## config.mk

```make
export PLATFORM = sky130hd
export DESIGN_NAME = dac_serial_front
export DESIGN_NICKNAME = d
export VERILOG_FILES = /design/src/rtl/dac_fe_pkg.sv /design/src/rtl/dac_fe_sync.sv /design/src/rtl/dac_fe_framer.sv /design/src/rtl/dac_fe_decode.sv /design/src/rtl/dac_serial_front.sv
export SDC_FILE = /design/constraint.sdc
export NUM_CORES = 1
export LEC_CHECK = 0
export CORE_ASPECT_RATIO = 1.4
export CORE_MARGIN = 2
export CORE_UTILIZATION = 35
export CTS_BUF_LIST = sky130_fd_sc_hd__clkbuf_16
export DETAILED_ROUTE_END_ITERATION = 12
export DONT_BUFFER_PORTS = 1
export PLACE_DENSITY = 0.47
export SLEW_MARGIN = 20
export SYNTH_ARGS = -nofsm -noshare
export SYNTH_HDL_FRONTEND = slang
export SYNTH_HIERARCHICAL = 1
export SYNTH_SLANG_ARGS = --single-unit
```

## constraint.sdc

```tcl
create_clock -name clk -period 1.55 [get_ports clk]
set_input_delay 0.31 -clock clk [delete_from_list [all_inputs] [get_ports clk]]
set_output_delay 0.31 -clock clk [all_outputs]
set_load 0.005 [all_outputs]
```

## src/rtl/dac_fe_pkg.sv

```systemverilog
package dac_fe_pkg;

  typedef enum logic [1:0] {
    PD_NORMAL = 2'b00,
    PD_FLOAT  = 2'b01,
    PD_R100K  = 2'b10,
    PD_R1K    = 2'b11
  } pd_mode_e;

  typedef struct packed {
    logic amp;
    logic hiz;
    logic r100k;
    logic r1k;
  } out_ctrl_t;

endpackage

```

## src/rtl/dac_fe_sync.sv

```systemverilog
module dac_fe_sync #(
  parameter int          W       = 3,
  parameter int          STAGES  = 2,
  parameter logic [W-1:0] RST_VAL = '0
) (
  input  logic         clk,
  input  logic         rst_n,
  input  logic [W-1:0] d_async,
  output logic [W-1:0] q_sync
);

  for (genvar b = 0; b < W; b++) begin : g_bit
    logic [STAGES-1:0] chain;
    always_ff @(posedge clk or negedge rst_n) begin
      if (!rst_n) chain <= {STAGES{RST_VAL[b]}};
      else        chain <= {chain[STAGES-2:0], d_async[b]};
    end
    assign q_sync[b] = chain[STAGES-1];
  end

endmodule

```

## src/rtl/dac_fe_framer.sv

```systemverilog
module dac_fe_framer #(
  parameter int FRAME_W = 24,
  localparam int CW = $clog2(FRAME_W)
) (
  input  logic               clk,
  input  logic               rst_n,
  input  logic               sel_n_s,
  input  logic               sck_s,
  input  logic               sdi_s,
  output logic               armed,
  output logic               word_pulse,
  output logic [FRAME_W-1:0] word
);

  logic          sel_prev, sck_prev;
  logic [CW-1:0] bit_cnt;
  logic          sel_fall, sck_fall;

  assign sel_fall = sel_prev & ~sel_n_s;
  assign sck_fall = sck_prev & ~sck_s;

  always_ff @(posedge clk or negedge rst_n) begin
    if (!rst_n) begin
      sel_prev <= 1'b1;
      sck_prev <= 1'b0;
    end else begin
      sel_prev <= sel_n_s;
      sck_prev <= sck_s;
    end
  end

  always_ff @(posedge clk or negedge rst_n) begin
    if (!rst_n) begin
      armed      <= 1'b0;
      bit_cnt    <= '0;
      word       <= '0;
      word_pulse <= 1'b0;
    end else begin
      word_pulse <= 1'b0;
      if (sel_n_s) begin
        // select high: any unfinished word is dropped
        armed   <= 1'b0;
        bit_cnt <= '0;
        word    <= '0;
      end else if (sel_fall) begin
        armed   <= 1'b1;
        bit_cnt <= '0;
        word    <= '0;
      end else if (armed && sck_fall) begin
        word <= {word[FRAME_W-2:0], sdi_s};
        if (bit_cnt == CW'(FRAME_W - 1)) begin
          armed      <= 1'b0;
          word_pulse <= 1'b1;
        end else begin
          bit_cnt <= bit_cnt + 1'b1;
        end
      end
    end
  end

endmodule

```

## src/rtl/dac_fe_decode.sv

```systemverilog
module dac_fe_decode
  import dac_fe_pkg::*;
(
  input  logic [1:0] mode,
  output out_ctrl_t  ctrl
);

  always_comb begin
    ctrl = '0;
    unique case (pd_mode_e'(mode))
      PD_NORMAL: ctrl.amp   = 1'b1;
      PD_FLOAT:  ctrl.hiz   = 1'b1;
      PD_R100K:  ctrl.r100k = 1'b1;
      PD_R1K:    ctrl.r1k   = 1'b1;
      default:   ctrl.amp   = 1'b1;
    endcase
  end

endmodule

```

## src/rtl/dac_serial_front.sv

```systemverilog
module dac_serial_front
  import dac_fe_pkg::*;
#(
  parameter int CODE_W         = 16,
  parameter int FRAME_W        = 24,
  parameter bit RESET_MIDSCALE = 1'b1
) (
  input  logic              clk,
  input  logic              rst_n,
  input  logic              frame_n,
  input  logic              ser_clk,
  input  logic              ser_data,
  output logic [CODE_W-1:0] dac_code,
  output logic [1:0]        pd_mode,
  output logic              amp_en,
  output logic              out_hiz,
  output logic              shunt_100k_en,
  output logic              shunt_1k_en,
  output logic              update_stb
);

  localparam logic [CODE_W-1:0] RESET_CODE =
    RESET_MIDSCALE ? {1'b1, {(CODE_W-1){1'b0}}} : '0;
  localparam int MODE_LO = CODE_W;

  logic [2:0]         pins_s;
  logic               sync_s, sck_s, sdi_s;
  logic               frm_armed, frm_pulse;
  logic [FRAME_W-1:0] frm_word;
  out_ctrl_t          ctrl;

  dac_fe_sync #(.W(3), .STAGES(2), .RST_VAL(3'b100)) u_sync (
    .clk     (clk),
    .rst_n   (rst_n),
    .d_async ({frame_n, ser_clk, ser_data}),
    .q_sync  (pins_s)
  );

  assign sync_s = pins_s[2];
  assign sck_s  = pins_s[1];
  assign sdi_s  = pins_s[0];

  dac_fe_framer #(.FRAME_W(FRAME_W)) u_framer (
    .clk        (clk),
    .rst_n      (rst_n),
    .sel_n_s    (sync_s),
    .sck_s      (sck_s),
    .sdi_s      (sdi_s),
    .armed      (frm_armed),
    .word_pulse (frm_pulse),
    .word       (frm_word)
  );

  always_ff @(posedge clk or negedge rst_n) begin
    if (!rst_n) begin
      dac_code   <= RESET_CODE;
      pd_mode    <= PD_NORMAL;
      update_stb <= 1'b0;
    end else begin
      update_stb <= frm_pulse;
      if (frm_pulse) begin
        if (&frm_word) begin
          dac_code <= RESET_CODE;
          pd_mode  <= PD_NORMAL;
        end else begin
          dac_code <= frm_word[CODE_W-1:0];
          pd_mode  <= frm_word[MODE_LO+1:MODE_LO];
        end
      end
    end
  end

  dac_fe_decode u_decode (
    .mode (pd_mode),
    .ctrl (ctrl)
  );

  assign amp_en        = ctrl.amp;
  assign out_hiz       = ctrl.hiz;
  assign shunt_100k_en = ctrl.r100k;
  assign shunt_1k_en   = ctrl.r1k;

endmodule

```

==> results.md, run 1 <==
* Top-area cell type share of the netlist area at 57.8%
* Most common cell after layout, fill and taps aside: dfrtp_1
* Fin crit period at 1.49 ns
* Simple-gate share of the synthesized area at 10.7%
* Drt first pass iters at 4
* # DRC at 0
* P&R area growth vs syn at 17.8%
* Syn Nets at 177
* Final period util at 96.3%
* Vias in the first global route at 1609
* Drt wl/cell at 18.0 µm
* Vias at 1481
* FF-to-FF setup slack at 0.06 ns
* Clk_skew at 0.00758 ns
* Cell chain of the critical path: ha_2 -> and4b_4 -> or4_1 -> a21boi_1
* Achievable Freq at 670 MHz
* Mux cell area share after synthesis at 8.18%
* Initial DRC Count at 124
* Synth Warn # at 6
* Hold crit path type: in2async
* Cell family with most CP delay: simple AND/OR/NAND/NOR gates
* Synth Register Bits at 58
* Required time of the critical path at 1.79 ns
* Yosys cell types at 33
* Max stage delay on crit path at 0.50 ns
* Syn_area_per_cell at 13.7 µm²
* Core Area at 6530 µm²
* Reg2reg path depth at 4
* CTS sink cnt at 58
* Maximum vdd drop at 0.000629 V
* Multi-input logic area at 816 µm²
* CP Capture Type: register
* DIE AREA at 7360 µm²
* Largest net degree at the start of global routing at 59
* Largest cells by area after synthesis: dfrtp_1, a22o_1, mux2i_1
* Slowest CP cell: or4_1
* # IOs at 28
* Post-route ant nets at 0
* Worst skew pair latency at 0.32 ns
* Final WL at 4710 µm
* Reg-to-Reg End: u_framer/bit_cnt[3]$_DFFE_PN0P_
* ANT cells at 0
* Max_slew headroom at 64.7%
* DP Worst Slack at -0.00583 ns
* Placed insts at 242
* XOR/XNOR share of the synthesized area at 0%
* Initial core utilization at 35.9%
* Max_cap viols at 0
* Worst setup path class: reg2reg
* CP arrival at 1.73 ns
* Synth Instances at 171
* Final core utilization at 42.2%
* Post-Synth Adder-Cell Area at 0.535%
* # nets final at 189
* Fin worst setup slack at 0.0579 ns
* Quantity of I/O buffers inserted on ports at 0
* Clock tree root driver cell: clkbuf_16
* Total grt overflow at 0
* Wire length of the first global-routing pass at 8080 µm
* FP Rows at 35
* Setup Viol. Count Final at 0
* Sequential area share after synthesis at 62.2%
* Chip Height at 101 µm
* CTS Buf Count at 9
* Synth Area in Compound Gates at 14.7%
* Most frequent cells in the layout: dfrtp_1, a22o_1, a21oi_1
* Die width at 73.1 µm
* Share of layout cells above drive strength 1 at 19.7%
* Largest family of logic cells by synthesized area: compound AO/OA/AOI/OAI gates
* Pwr Density at 1240 nW/µm²
* CP startpoint kind: register
* Non-filler cells, final at 262
* Initial antenna violation count at 0
* GRT Total Usage at 14.6%
* Clock slew at reported path FFs at 0.05 ns
* Status: finished with violations
* Slew @ Worst Pin at 0.527 ns
* Register Area at 1460 µm²
* Tightest hold margin at -0.315 ns
* Detail Placement HPWL at 3010 µm
* R2r startpoint: u_framer/bit_cnt[1]$_DFFE_PN0P_
* Clock buffer depth at 2
* RSZ-0062 raised after global routing: false
* Leak pwr at 1.26 nW
* Vias/cell at 5.65
* Synthesized area at 2340 µm²
* Crit path max fanout at 4
* Failing checks: hold timing
* H-tree depth at 3
* Pins Over Slew Limit at 0
* Post-synthesis cell type with the largest combined area: dfrtp_1
* Fillers at 610
* CP Buf/Inv Count at 0
* RePlAce Congestion at 0.727
* Final Hold Viols at 58
* CTS tree: built
-- worst max path at each step --
stage | from | end | slack, ns | depth (start not counted)
floorplan | u_framer/bit_cnt[0]$_DFFE_PN0P_ | u_framer/bit_cnt[3]$_DFFE_PN0P_ | 0.06 | 4
global route | u_framer/bit_cnt[1]$_DFFE_PN0P_ | u_framer/bit_cnt[3]$_DFFE_PN0P_ | 0.01 | 4
global placement | u_framer/bit_cnt[0]$_DFFE_PN0P_ | u_framer/bit_cnt[3]$_DFFE_PN0P_ | 0.04 | 4
finish | u_framer/bit_cnt[1]$_DFFE_PN0P_ | u_framer/bit_cnt[3]$_DFFE_PN0P_ | 0.06 | 4
detailed placement | u_framer/armed$_DFFE_PN0P_ | u_framer/word[19]$_DFFE_PN0P_ | -0.006 | 3
CTS | u_framer/armed$_DFFE_PN0P_ | u_framer/word[2]$_DFFE_PN0P_ | 0.01 | 3
-- report_power, final --
group / internal (W) / switching (W) / total (W)
Clock: 0.00121 / 0.000616 / 0.00182
Combinational: 0.0000177 / 0.0000251 / 0.0000428
Sequential: 0.00153 / 0.0000136 / 0.00155
-- flip-flops by register name, summed over array words and instances (netlist names) --
| register | cells |
|---|---|
| u_framer/sel_prev | 1 |
| u_framer/armed | 1 |
| pd_mode | 2 |
| u_framer/bit_cnt | 5 |
| u_framer/word | 24 |
| dac_code | 16 |
| update_stb | 1 |
| u_framer/sck_prev | 1 |
| u_sync/g_bit.chain | 6 |
| u_framer/word_pulse | 1 |
-- repair_timing --
item,4_1_cts,5_1_grt
pin swaps,0,1
endpoints found under the hold margin,59,59
resized for setup,0,2
setup buffers,0,1
hold buffers,1,1
gates cloned,1,0
endpoints found under the setup margin,13,13
-- final cells by class --
class / count / share of cell area [%]
clock inverters: 7 / 1.95
repair buffers: 12 / 3.91
flip-flops and latches: 58 / 52.9
multi-input cells: 101 / 29.6
clock buffers: 9 / 8.17
inverters: 1 / 0.136
well taps: 74 / 3.36
-- logic make-up (layout without fill, tap and decap cells) --
kind of cell | after synthesis | in the layout
DFF | 58 | 58
AOI/OAI and AO/OA | 49 | 49
and+or+nand+nor | 31 | 32
muxes | 19 | 19
buffers and inverters | 13 | 29
adders and majority gates | 1 | 1
-- Yosys cell counts --
cell and count:
and2b_2 1, buf_2 6, or3_1 1, a21boi_1 1
and3_2 1, nand4b_1 2, nand4_4 1, a21boi_0 1
nand2_1 3, a21oi_1 19, and2_2 1, mux2i_1 18
mux2_2 1, and3b_1 2, a22o_1 24, nand3_1 3
buf_6 2, o211ai_1 1, nor2b_1 1, nand4_1 6
nor4_4 1, nor3_4 1, nor3_2 2, ha_1 1
dfrtp_1 54, nor2_1 2, and4b_4 1, buf_4 4
nand3b_1 1, dfstp_2 4, inv_1 1, o21ai_0 3
or4_1 1
-- metrics by stage --
stage	power (W)	setup TNS, ns	area (µm²)
6_report	0.00341	0	2760
5_1_grt	0.00356	0	2760
4_1_cts	0.00347	0	2730
3_5_place_dp	0.00160	-0.00583	2430
3_3_place_gp	0.00160	0	2430
2_1_floorplan	0.00160	0	2340
-- metal layers --
layer | wire [µm] | share of wire (%) | vias to the layer above | global-route usage, %
li1 | - | - | 677 | -
met1 | 2010 | 43 | 763 | 17.6
met2 | 2460 | 52 | 34 | 23.4
met3 | 172 | 3.6 | 7 | 4.70
met4 | 78 | 1.7 | 0 | 6.84
met5 | 0 | 0 | - | 0
Note: power is estimated with default switching activity, not from simulation.
==> run 2, diff against run 1 <==
--- a/config.mk
+++ b/config.mk
@@ -5,13 +5,15 @@
 export SDC_FILE = /design/constraint.sdc
 export NUM_CORES = 1
 export LEC_CHECK = 0
+export CELL_PAD_IN_SITES_DETAIL_PLACEMENT = 0
+export CELL_PAD_IN_SITES_GLOBAL_PLACEMENT = 2
 export CORE_ASPECT_RATIO = 1.4
 export CORE_MARGIN = 2
 export CORE_UTILIZATION = 35
-export CTS_BUF_LIST = sky130_fd_sc_hd__clkbuf_16
+export CTS_BUF_LIST = sky130_fd_sc_hd__clkbuf_8
 export DETAILED_ROUTE_END_ITERATION = 12
 export DONT_BUFFER_PORTS = 1
-export PLACE_DENSITY = 0.47
+export PLACE_DENSITY = 0.63
 export SLEW_MARGIN = 20
 export SYNTH_ARGS = -nofsm -noshare
 export SYNTH_HDL_FRONTEND = slang
==> results.md, run 2 (synthesized netlist as in run 1, its figures left out) <==
* Status: finished with violations
* Failing checks: hold timing
* RSZ-0062 raised after global routing: false
* Clock slew at reported path FFs at 0.06 ns
* Max_slew headroom at 62.6%
* CTS Buf Count at 9
* Clk_skew at 0.00684 ns
* Placed insts at 242
* Crit path max fanout at 4
* Most frequent cells in the layout: dfrtp_1, a22o_1, a21oi_1
* Reg2reg path depth at 4
* H-tree depth at 3
* Post-CTS Hold Buffers at 3
* # IOs at 28
* Final period util at 95.3%
* CP startpoint kind: register
* Biggest register: u_framer/word
* RePlAce Congestion at 0.694
* Largest regs: u_framer/word x24, dac_code x16, u_sync/g_bit.chain x6
* Pins Over Slew Limit at 0
* Clock tree root driver cell: clkbuf_8
* Initial antenna violation count at 0
* ANT cells at 0
* R2r startpoint: u_framer/bit_cnt[0]$_DFFE_PN0P_
* Fillers at 619
* Reg-to-Reg End: u_framer/bit_cnt[3]$_DFFE_PN0P_
* Most common cell after layout, fill and taps aside: dfrtp_1
* # DRC at 0
* Tightest hold margin at -0.325 ns
* Chip Height at 101 µm
* Max reg flops at 24
* Pwr Density at 1060 nW/µm²
* Final core utilization at 41.0%
* Post-DP Area at 2430 µm²
* Vias at 1500
* Hold crit path type: in2async
* Worst skew pair latency at 0.32 ns
* P&R area growth vs syn at 14.4%
* Drt first pass iters at 4
* Non-filler cells, final at 263
* Initial core utilization at 35.9%
* Vias in the first global route at 1573
* Drt wl/cell at 18.7 µm
* FP Rows at 35
* Final WL at 4930 µm
* Total grt overflow at 0
* DIE AREA at 7360 µm²
* CTS sink cnt at 58
* Initial DRC Count at 117
* Max_cap viols at 0
* Maximum vdd drop at 0.000479 V
* Wire length of the first global-routing pass at 8200 µm
* CP arrival at 1.73 ns
* Leak pwr at 1.22 nW
* Final Hold Viols at 58
* FF-to-FF setup slack at 0.07 ns
* Share of layout cells above drive strength 1 at 22.2%
* Largest net degree at the start of global routing at 59
* Core Area at 6530 µm²
* Quantity of I/O buffers inserted on ports at 0
* Vias/cell at 5.70
* Clock buffer depth at 2
* # nets final at 190
* Fin crit period at 1.48 ns
* Final instance area at 2680 µm²
* Achievable Freq at 677 MHz
* Worst setup path class: reg2reg
* CTS tree: built
* GRT Total Usage at 15.0%
* Post-route ant nets at 0
* Die width at 73.1 µm
* Setup Viol. Count Final at 0
* Slew @ Worst Pin at 0.559 ns
* CP Capture Type: register
* Required time of the critical path at 1.80 ns
* Detail Placement HPWL at 3040 µm
## run 2: repair_timing
item	CTS	global route
gates resized for setup	1	3
hold endpoints to repair	61	58
cloned	1	0
endpoints found under the setup margin	24	1
buffers inserted	0	1
## run 2: report_power, final
group | internal, W | switching, W
sequential | 0.00153 | 0.0000146
clock | 0.000694 | 0.000552
combinational | 0.0000176 | 0.0000257
total | 0.00224 | 0.000592
## run 2: cell type report
| type | count | area (µm²) | area share, % |
|---|---|---|---|
| flip-flops and latches | 58 | 1460 | 54.4 |
| multi-input cells | 101 | 823 | 30.8 |
| clock buffers | 12 | 165 | 6.17 |
| repair buffers | 13 | 118 | 4.39 |
| well taps | 74 | 92.6 | 3.46 |
| clock inverters | 4 | 17.5 | 0.655 |
| inverters | 1 | 3.75 | 0.140 |
## run 2: worst max-delay path by stage
| stage | end | cells past startpoint | startpoint |
|---|---|---|---|
| floorplan | u_framer/bit_cnt[3]$_DFFE_PN0P_ | 4 | u_framer/bit_cnt[0]$_DFFE_PN0P_ |
| detailed placement | u_framer/word[8]$_DFFE_PN0P_ | 3 | u_framer/armed$_DFFE_PN0P_ |
| CTS | u_framer/bit_cnt[3]$_DFFE_PN0P_ | 4 | u_framer/bit_cnt[0]$_DFFE_PN0P_ |
| finish | u_framer/bit_cnt[3]$_DFFE_PN0P_ | 4 | u_framer/bit_cnt[0]$_DFFE_PN0P_ |
| global route | u_framer/bit_cnt[3]$_DFFE_PN0P_ | 4 | u_framer/bit_cnt[1]$_DFFE_PN0P_ |
| global placement | u_framer/word[7]$_DFFE_PN0P_ | 3 | u_framer/armed$_DFFE_PN0P_ |
## run 2: critical path, cell delays in order, from the launching register on
cell and delay (ns):
dfrtp_1 0.39, ha_2 0.19, and4b_4 0.19, or4_4 0.51
a21boi_2 0.12
## run 2: per-stage QoR
step | worst slack (ns) | hold slack [ns] | TNS (ns) | power [W]
floorplan | 0.0566 | 0.0144 | 0 | 0.00160
CTS | 0.00342 | -0.347 | 0 | 0.00289
finish | 0.0733 | -0.325 | 0 | 0.00283
global placement | -0.00597 | 0.0159 | -0.0108 | 0.00160
global route | 0.0192 | -0.356 | 0 | 0.00296
detailed placement | -0.0815 | 0.0166 | -1.33 | 0.00160
## run 2: per-layer routing
layer	wire length, µm	track usage, %	up-vias
li1	-	-	670
met1	2010	17.9	778
met2	2570	23.8	42
met3	246	5.10	10
met4	106	7.98	0
met5	0	0	-
==> run 3, diff against run 2 <==
--- a/config.mk
+++ b/config.mk
@@ -5,6 +5,7 @@
 export SDC_FILE = /design/constraint.sdc
 export NUM_CORES = 1
 export LEC_CHECK = 0
+export ABC_AREA = 1
 export CELL_PAD_IN_SITES_DETAIL_PLACEMENT = 0
 export CELL_PAD_IN_SITES_GLOBAL_PLACEMENT = 2
 export CORE_ASPECT_RATIO = 1.4
@@ -13,7 +14,7 @@
 export CTS_BUF_LIST = sky130_fd_sc_hd__clkbuf_8
 export DETAILED_ROUTE_END_ITERATION = 12
 export DONT_BUFFER_PORTS = 1
-export PLACE_DENSITY = 0.63
+export PLACE_DENSITY = 0.71
 export SLEW_MARGIN = 20
 export SYNTH_ARGS = -nofsm -noshare
 export SYNTH_HDL_FRONTEND = slang
==> results.md, run 3 <==
* CP startpoint kind: register
* CP Capture Type: register
* Most frequent cells in the layout: nand2_1, dfrtp_1, inv_1
* Slowest CP cell: dfrtp_1
* Drt wl/cell at 12.4 µm
* Synthesized area at 2510 µm²
* Required time of the critical path at 1.78 ns
* Initial DRC Count at 81
* Biggest register: u_framer/word
* Max reg flops at 24
* PostCTS Resize Cnt at 0
* Crit path max fanout at 27
* Pins Over Slew Limit at 0
* Synth Register Bits at 58
* P&R area growth vs syn at 12.0%
* Top-area cell type share of the netlist area at 53.9%
* Syn Nets at 291
* Total grt overflow at 0
* EDFF count, synth at 0
* Detail Placement HPWL at 3280 µm
* Post-DP Area at 2540 µm²
* Clk_skew at 0.0121 ns
* R2r startpoint: u_sync/g_bit[1].chain[1]$_DFF_PN0_
* Largest net degree at the start of global routing at 59
* Share of layout cells above drive strength 1 at 9.83%
* Clock buffer depth at 2
* ANT cells at 0
* FP Rows at 36
* Fin Setup TNS at 0 ns
* Quantity of I/O buffers inserted on ports at 0
* H-tree depth at 3
* Most frequent CP cell: nand2_1
* Fin crit period at 1.36 ns
* CTS Buf Count at 9
* Async SR Flop Fraction at 100%
* Cell family with most CP delay: simple AND/OR/NAND/NOR gates
* RePlAce Congestion at 0.695
* Largest regs: u_framer/word x24, dac_code x16, u_sync/g_bit.chain x6
* Sequential area share after synthesis at 58.1%
* Initial core utilization at 36.1%
* Slew @ Worst Pin at 0.494 ns
* Yosys cell types at 21
* Core Area at 6940 µm²
* Synth Warn # at 6
* Most frequent cell after synthesis: nand2_1
* Vias in the first global route at 1699
* CTS sink cnt at 58
* Post-CTS Hold Buffers at 3
* GRT Total Usage at 14.2%
* Achievable Freq at 735 MHz
* Failing checks: hold timing
* Initial antenna violation count at 0
* Tightest hold margin at -0.338 ns
* Wire length of the first global-routing pass at 8220 µm
* Final WL at 4860 µm
* Leak pwr at 1.47 nW
* Synth top cells by count: nand2_1, dfrtp_1, inv_1, o22ai_1, nor2_1
* RSZ-0062 raised after global routing: false
* Maximum vdd drop at 0.000498 V
* # nets final at 296
* Worst skew pair latency at 0.34 ns
* Die width at 75.5 µm
* Most common cell after layout, fill and taps aside: nand2_1
* Status: finished with violations
* Largest cells by area after synthesis: dfrtp_1, nand2_1, inv_1
* Max stage delay on crit path at 0.45 ns
* Worst Setup SP: u_sync/g_bit[1].chain[1]$_DFF_PN0_
* Cell chain of the critical path: nor2_8 -> inv_2 -> nand2_4 -> nand2_1 -> nand2_1 -> nand2_1
* Final period util at 87.8%
* Post-route ant nets at 0
* Post-CTS setup buffers at 0
* Worst setup path class: reg2reg
* Final core utilization at 40.5%
* Final instance area at 2810 µm²
* CTS tree: built
* Chip Height at 104 µm
* # DRC at 0
* Post-synthesis cell type with the largest combined area: dfrtp_1
* Vias at 1724
* Max_cap viols at 0
* Clock slew at reported path FFs at 0.07 ns
* Clock tree root driver cell: clkbuf_8
* Setup Viol. Count Final at 0
* Synth Instances at 285
* Max_slew headroom at 66.9%
* CP Buf/Inv Count at 1
* Top_reg_cell synth: dfrtp_1
* CP arrival at 1.59 ns
* Hold crit path type: in2async
* Drt first pass iters at 4
* DIE AREA at 7860 µm²
* Pwr Density at 1160 nW/µm²
* # IOs at 28
* Syn_area_per_cell at 8.79 µm²
* Vias/cell at 4.42
* Final Hold Viols at 58
[run 3: cell types whose count changed in the layout (fill, tap and decap cells not counted), moves of 3 or more]
cell       change
a22o_1        -24
buf_4          -7
bufinv_16      +3
clkbuf_8       -3
nand2_1      +103
o22ai_1       +22
inv_1         +48
a21oi_1       -19
mux2i_1       -18
nor2_1        +12
[run 3: final cells by class]
| cell class | count | area (µm²) |
|---|---|---|
| Clock inverter | 7 | 109 |
| Sequential cell | 58 | 1460 |
| Inverter | 52 | 195 |
| Tap cell | 95 | 119 |
| Clock buffer | 9 | 124 |
| Multi-Input combinational cell | 164 | 758 |
| Fill cell | 756 | 4130 |
| Timing Repair Buffer | 5 | 45.0 |
[run 3: cells by family after synthesis]
kind of cell | count (synthesis) | synth area share [%]
AOI/OAI and AO/OA | 26 | 6.34
adders and majority gates | 1 | 0.499
buffers and inverters | 63 | 11.6
DFF | 58 | 58.1
and+or+nand+nor | 137 | 23.4
[run 3: power breakdown]
group          internal, W  switching (W)  leakage (nW)
combinational    0.0000196      0.0000354         0.565
clock              0.00105       0.000603         0.124
sequential         0.00153      0.0000149         0.783
total              0.00261       0.000654          1.47
[run 3: through the flow]
stage / power, W / setup WS, ns / std cells
2_1_floorplan: 0.00163 / 0.426 / 285
3_3_place_gp: 0.00162 / 0.218 / 371
3_5_place_dp: 0.00163 / 0.182 / 371
4_1_cts: 0.00332 / 0.174 / 390
5_1_grt: 0.00341 / 0.0407 / 390
6_report: 0.00326 / 0.189 / 390
[run 3: worst reg2reg max path: cells and delay by family, from the launching register on]
family | cells | cell delay [ns]
buffers and inverters | 1 | 0.07
DFF | 1 | 0.45
and+or+nand+nor | 5 | 0.73
[run 3: per-layer routing]
layer | track usage (%) | routed length (µm)
met2 | 21.2 | 2390
met5 | 0 | 0
met4 | 7.14 | 63
met1 | 17.6 | 2220
met3 | 5.14 | 182
[run 3: path summary, 6_finish.rpt]
path,end,slack (ns),depth (start not counted)
min in group clk,u_sync/g_bit[2].chain[1]$_DFF_PN1_,0.36,0
min reg2reg,u_sync/g_bit[2].chain[1]$_DFF_PN1_,0.36,0
max in group asynchronous,u_framer/sel_prev$_DFF_PN1_,1.69,0
min,pd_mode[1]$_DFFE_PN0P_,-0.34,0
max reg2reg,u_framer/bit_cnt[2]$_DFFE_PN0P_,0.19,6
max,u_framer/bit_cnt[2]$_DFFE_PN0P_,0.19,6
